<file path="src/rtl/k2rdi_pkg.sv">
package k2rdi_pkg;

    localparam int BYTE_W  = 8;
    localparam int RDI_W   = 3;
    localparam int NUM_DEF = 3;
    localparam int ADDR_W  = 2;

    localparam logic [RDI_W-1:0]  RDI_CODE  = 3'b110;
    localparam logic [ADDR_W-1:0] ADDR_CTRL = 2'd0;
    localparam logic [ADDR_W-1:0] ADDR_K1   = 2'd1;
    localparam logic [ADDR_W-1:0] ADDR_K2   = 2'd2;

    typedef enum logic [1:0] {
        SLOT_OTHER = 2'd0,
        SLOT_B2    = 2'd1,
        SLOT_K1    = 2'd2,
        SLOT_K2    = 2'd3
    } oh_slot_e;

    // bit order: [5] force, [4] hw enable, [3:1] defect enables, [0] source
    typedef struct packed {
        logic               force_rdi;
        logic               hw_rdi_en;
        logic [NUM_DEF-1:0] def_en;
        logic               aps_from_hw;
    } ctrl_t;

    localparam int CTRL_W = $bits(ctrl_t);

    typedef struct packed {
        logic [BYTE_W-1:0] k1;
        logic [BYTE_W-1:0] k2;
    } aps_t;

    function automatic logic [BYTE_W-1:0] merge_k2(input logic [BYTE_W-1:0] base,
                                                    input logic ovr);
        return ovr ? {base[BYTE_W-1:RDI_W], RDI_CODE} : base;
    endfunction

endpackage

</file>
<file path="src/rtl/k2rdi_regs.sv">
module k2rdi_regs
    import k2rdi_pkg::*;
(
    input  logic              clk,
    input  logic              rst,
    input  logic              reg_we,
    input  logic [ADDR_W-1:0] reg_addr,
    input  logic [BYTE_W-1:0] reg_wdata,
    output ctrl_t             ctrl_q,
    output aps_t              sw_aps_q
);

    always_ff @(posedge clk) begin
        if (rst) begin
            ctrl_q   <= '0;
            sw_aps_q <= '0;
        end else if (reg_we) begin
            case (reg_addr)
                ADDR_CTRL: ctrl_q      <= ctrl_t'(reg_wdata[CTRL_W-1:0]);
                ADDR_K1:   sw_aps_q.k1 <= reg_wdata;
                ADDR_K2:   sw_aps_q.k2 <= reg_wdata;
                default:   ;
            endcase
        end
    end

endmodule

</file>
<file path="src/rtl/k2rdi_oh_capture.sv">
module k2rdi_oh_capture
    import k2rdi_pkg::*;
(
    input  logic              clk,
    input  logic              rst,
    input  logic              oh_valid,
    input  oh_slot_e          oh_slot,
    input  logic              oh_ins,
    input  logic [BYTE_W-1:0] oh_byte,
    output aps_t              hw_aps_q,
    output logic              hw_req_q
);

    always_ff @(posedge clk) begin
        if (rst) begin
            hw_aps_q <= '0;
            hw_req_q <= 1'b0;
        end else if (oh_valid) begin
            unique case (oh_slot)
                SLOT_B2: hw_req_q <= oh_byte[BYTE_W-1];
                SLOT_K1: if (oh_ins) hw_aps_q.k1 <= oh_byte;
                SLOT_K2: if (oh_ins) hw_aps_q.k2 <= oh_byte;
                default: ;
            endcase
        end
    end

endmodule

</file>
<file path="src/rtl/k2rdi_decide.sv">
module k2rdi_decide
    import k2rdi_pkg::*;
(
    input  logic               clk,
    input  logic               rst,
    input  logic               frame_start,
    input  ctrl_t              ctrl,
    input  logic [NUM_DEF-1:0] defect_in,
    input  logic               hw_req,
    output logic               rdi_q
);

    logic [NUM_DEF-1:0] trig;

    for (genvar i = 0; i < NUM_DEF; i++) begin : g_def
        assign trig[i] = ctrl.def_en[i] & defect_in[i];
    end

    logic want;
    assign want = (|trig) | ctrl.force_rdi | (ctrl.hw_rdi_en & hw_req);

    always_ff @(posedge clk) begin
        if (rst)              rdi_q <= 1'b0;
        else if (frame_start) rdi_q <= want;
    end

endmodule

</file>
<file path="src/rtl/k2rdi_ctrl.sv">
module k2rdi_ctrl
    import k2rdi_pkg::*;
(
    input  logic              clk,
    input  logic              rst,
    input  logic              frame_start,
    input  logic              oh_valid,
    input  logic [1:0]        oh_slot,
    input  logic              oh_ins,
    input  logic [7:0]        oh_byte,
    input  logic [2:0]        defect_in,
    input  logic              reg_we,
    input  logic [1:0]        reg_addr,
    input  logic [7:0]        reg_wdata,
    output logic [7:0]        k1_out,
    output logic [7:0]        k2_out,
    output logic              rdi_active
);

    ctrl_t ctrl_q;
    aps_t  sw_aps_q;
    aps_t  hw_aps_q;
    aps_t  base;
    logic  hw_req_q;
    logic  rdi_q;

    k2rdi_regs u_regs (
        .clk      (clk),
        .rst      (rst),
        .reg_we   (reg_we),
        .reg_addr (reg_addr),
        .reg_wdata(reg_wdata),
        .ctrl_q   (ctrl_q),
        .sw_aps_q (sw_aps_q)
    );

    k2rdi_oh_capture u_cap (
        .clk     (clk),
        .rst     (rst),
        .oh_valid(oh_valid),
        .oh_slot (oh_slot_e'(oh_slot)),
        .oh_ins  (oh_ins),
        .oh_byte (oh_byte),
        .hw_aps_q(hw_aps_q),
        .hw_req_q(hw_req_q)
    );

    k2rdi_decide u_dec (
        .clk        (clk),
        .rst        (rst),
        .frame_start(frame_start),
        .ctrl       (ctrl_q),
        .defect_in  (defect_in),
        .hw_req     (hw_req_q),
        .rdi_q      (rdi_q)
    );

    assign base       = ctrl_q.aps_from_hw ? hw_aps_q : sw_aps_q;
    assign k1_out     = base.k1;
    assign k2_out     = merge_k2(base.k2, rdi_q);
    assign rdi_active = rdi_q;

endmodule

</file>
<file path="config.mk">
export PLATFORM = sky130hd
export DESIGN_NAME = k2rdi_ctrl
export DESIGN_NICKNAME = d
export VERILOG_FILES = /design/src/rtl/k2rdi_pkg.sv /design/src/rtl/k2rdi_regs.sv /design/src/rtl/k2rdi_oh_capture.sv /design/src/rtl/k2rdi_decide.sv /design/src/rtl/k2rdi_ctrl.sv
export SDC_FILE = /design/constraint.sdc
export NUM_CORES = 1
export LEC_CHECK = 0
export BUFFER_PORTS_ARGS = -buffer_cell sky130_fd_sc_hd__buf_2
export CAP_MARGIN = 20
export CORE_MARGIN = 5
export CORE_UTILIZATION = 55
export DETAILED_ROUTE_END_ITERATION = 10
export GPL_TIMING_DRIVEN = 1
export PLACE_DENSITY = 0.9
export SLEW_MARGIN = 0
export SYNTH_ARGS = -nofsm -noshare
export SYNTH_HDL_FRONTEND = slang
export SYNTH_SLANG_ARGS = --single-unit
export TNS_END_PERCENT = 5
</file>
<file path="constraint.sdc">
create_clock -name clk -period 2.3 [get_ports clk]
set_clock_uncertainty 0.2 [all_clocks]
set_input_delay 0 -clock clk [delete_from_list [all_inputs] [get_ports clk]]
set_output_delay 0 -clock clk [all_outputs]
set_load 0.005 [all_outputs]
</file>
==> summary.md <==
| Metric | Value |
|---|---|
| Layout area overhead | 37.45% |
| Peak VDD IR | around 440 uV |
| Synthesis-stage register bit count | 40 |
| Final Hold Fails | 0 |
| Post-Syn Area per Cell | 9.488 sq um |
| Count leader, synth | dfxtp_1 |
| Slew HR | 0.5291 |
| Hold Slack | 0.2460 ns |
| Kind of end point of the critical path | flip-flop |
| Switching Share | 0.2165 |
| Post-synthesis sequential area ratio | 0.4823 |
| Power Density | between 600 and 700 mW/mm^2 |
| Syn nets | 204 |
| Core ar. | 0.002978 sq mm |
| Final slew viol count | 0 |
| Final nets | 277 |
| IO Pins | 46 |
| Setup Buffers After CTS | 0 |
| Vias in the first global route | 1542 |
| Synth Flop Type | dfxtp_1 |
| Gr ovfl total | 0 |
| DRC Markers | 0 |
| Reg2reg setup slack | about 0.64 ns |
| Cells after Synth | 175 |
| Critical-path top delay cell | dlygate4sd3_1 |
| Sequential share of power | 0.521 |
| Netlist cell types | 19 |
| H-Tree Depth | 2 |
| Final setup vio count | 0 |
| CP dominant cell by count | dlygate4sd3_1 |
| Minimum clock period | ~1.9 ns |
| Row Count | 20 |
| Area contributors post-synth | dfxtp_1 48%, mux2i_1 14%, mux2_2 8.8% |
| P_leak | 0.001066 uW |
| CTS sink count | 40 |
| Initial Utilization | 0.5576 |
| CTS tree | yes |
| Clock Latency Late Sink | about 0.34 ns |
| CTS clock-pin slew for the worst setup and hold paths | between 0.1 and 0.15 ns |
| Reg2reg end | u_dec.rdi_q |
| Post-DP HPWL | between 2000 and 3000 microns |
| Initial drt markers | 86 |
| CP Max Fanout | 5 |
| Post-synth top area share | 0.4823 |
| Run status | completed |
| GRT Total Usage | 0.2123 |
| First-pass GRT wire length | around 6900 microns |
| Vias per cell | roughly 5.3 |
| Setup crit start kind | primary input |
| Final WL | slightly above 4000 microns |
| Resize count post-CTS | 0 |
| Largest net degree at the start of global routing | 41 |
| Least-Margin Pin Slew | 0.7053 ns |
| Inserted Clock Buffers | 5 |
| Die X | about 65 microns |
| Final period util | 0.8466 |
| Critical Path RT | 2.31 ns |
| Setup crit end | u_regs.ctrl_q[0] |
| Vias | roughly 1500 |
| Clock power frac | 0.362 |
| Worst EP arrival | slightly below 2 ns |
| Setup WS post-layout | roughly 0.35 ns |
| Number of routed nets with antenna violations | 0 |
| Max Fclk | 0.5136 GHz |
| Reg2reg path depth | 3 |
| Crit-path max cell delay | 0.77 ns |
| DR WL/cell | roughly 14 microns |
| Hold_buf cts | 31 |
| Comb pwr share | 0.117 |
| Pre-CTS setup slack | 0.7934 ns |
| Async SR Flop Fraction | 0 |
| Internal | approximately 1100 uW |
| Unrepaired setup endpoints after global routing | false |
| Root buffer cell | clkbuf_4 |
| 1st-pass router iterations | 4 |
| NetSw | roughly 300 uW |
| Die Area | 0.004218 sq mm |
| Setup TNS | 0 ns |
| Share of cells above drive strength 1 | 0.2691 |
| Max clock buf depth | 2 |
| Reg-to-reg critical path startpoint | u_regs.ctrl_q[2] |
| Yosys warning count | 0 |
| Initial antenna violation count | 0 |
| Synthesized cell area | 0.001660 sq mm |
| HP Class | primary input to flip-flop |
| Synth top cells by count | 40 x dfxtp_1, 32 x nand2_1, 25 x nor2_1, 24 x mux2i_1, 17 x a21oi_1 |
| PortBufs | 45 |
| Die height | approximately 65 microns |
| Power Total | 1397 uW |
| Max cap viols | 0 |
| Cell taking the most area after synthesis | dfxtp_1 |
| WS Path Type | primary input to flip-flop |
| GPL Wtd Cong | about 0.8 |
| Inserted Diodes | 0 |
| Post-synth EDFFs | 0 |
| Critical Path Start | reg_addr[1] |
| Cells along the critical path | dlygate4sd3_1 > buf_2 > nor3b_4 > dlygate4sd3_1 > mux2i_1 > nor2_1 |
==> cell type report <==
type | count | area (sq um)
Tap cell | 33 | 41.29
Fill cell | 207 | 695.7
Timing Repair Buffer | 76 | 535.5
Clock buffer | 7 | 65.06
Clock inverter | 1 | 30.03
Multi-Input combinational cell | 125 | 809.5
Sequential cell | 40 | 800.8
==> through the flow <==
step | std cells | utilization | cell area [sq um]
after floorplan | 175 | - | 1660
final | 282 | 0.7664 | 2282
after global routing | 282 | 0.7664 | 2282
after CTS | 282 | 0.7664 | 2282
after detailed placement | 243 | 0.6303 | 1877
after global placement | 243 | 0.6303 | 1877
==> cells by family after synthesis <==
logic type      Yosys count  synth area share
compound gates           21           0.07310
buf+inv                  10           0.03014
flops                    40            0.4823
mux                      37            0.2329
simple gates             67            0.1816
==> sequential cells by signal, summed over array words and instances (netlist names) <==
name	count
u_regs.sw_aps_q	16
u_regs.ctrl_q	6
u_cap.hw_req_q	1
u_dec.rdi_q	1
u_cap.hw_aps_q	16
==> worst min path at each step <==
stage,from,endpoint,slack [ns],cells after the start
CTS,reg_addr[0],u_regs.sw_aps_q[10],0.23,4
global route,oh_byte[1],u_cap.hw_aps_q[9],0.24,4
global placement,frame_start,u_dec.rdi_q,0.01,2
finish,reg_wdata[7],u_regs.sw_aps_q[15],0.25,4
floorplan,frame_start,u_dec.rdi_q,-0.09,1
detailed placement,frame_start,u_dec.rdi_q,0.02,2
==> layer usage <==
metal  vias to the layer above  wire length, microns  GRT usage
met4                         0                    50    0.06332
met1                       684                  1692     0.2570
li1                        747                     -          -
met2                        54                  2082     0.3691
met3                         6                   210    0.05199
met5                         -                     0          0
==> power by group through the flow <==
stage                     sequential [uW]  combinational, uW  clock [uW]
after detailed placement              744                124           0
after CTS                             729                161         513
after global placement                744                121           0
final                                 729                163         506
after floorplan                       737               74.1           0
after global routing                  732                180         551
==> cell usage in the layout (no fill, tap or decap) <==
cell and count:
a222oi_1 1, nor3b_4 1, nand4_1 1, nand3b_1 3
nor2_1 25, and4_1 1, a21oi_1 17, a311oi_1 1
mux2i_1 24, dlygate4sd3_1 31, and4b_1 1, nor2b_1 2
nand2_1 32, mux2_2 13, dfxtp_1 40, clkbuf_4 5
bufinv_16 1, a211o_1 2, clkbuf_8 2, nand4b_1 1
buf_2 45
==> critical path, delay by kind of cell <==
family	cells	cell delay (ns)
simple gates	2	0.27
mux	1	0.23
buf+inv	3	1.46
Note: power is estimated with default switching activity, not from simulation.
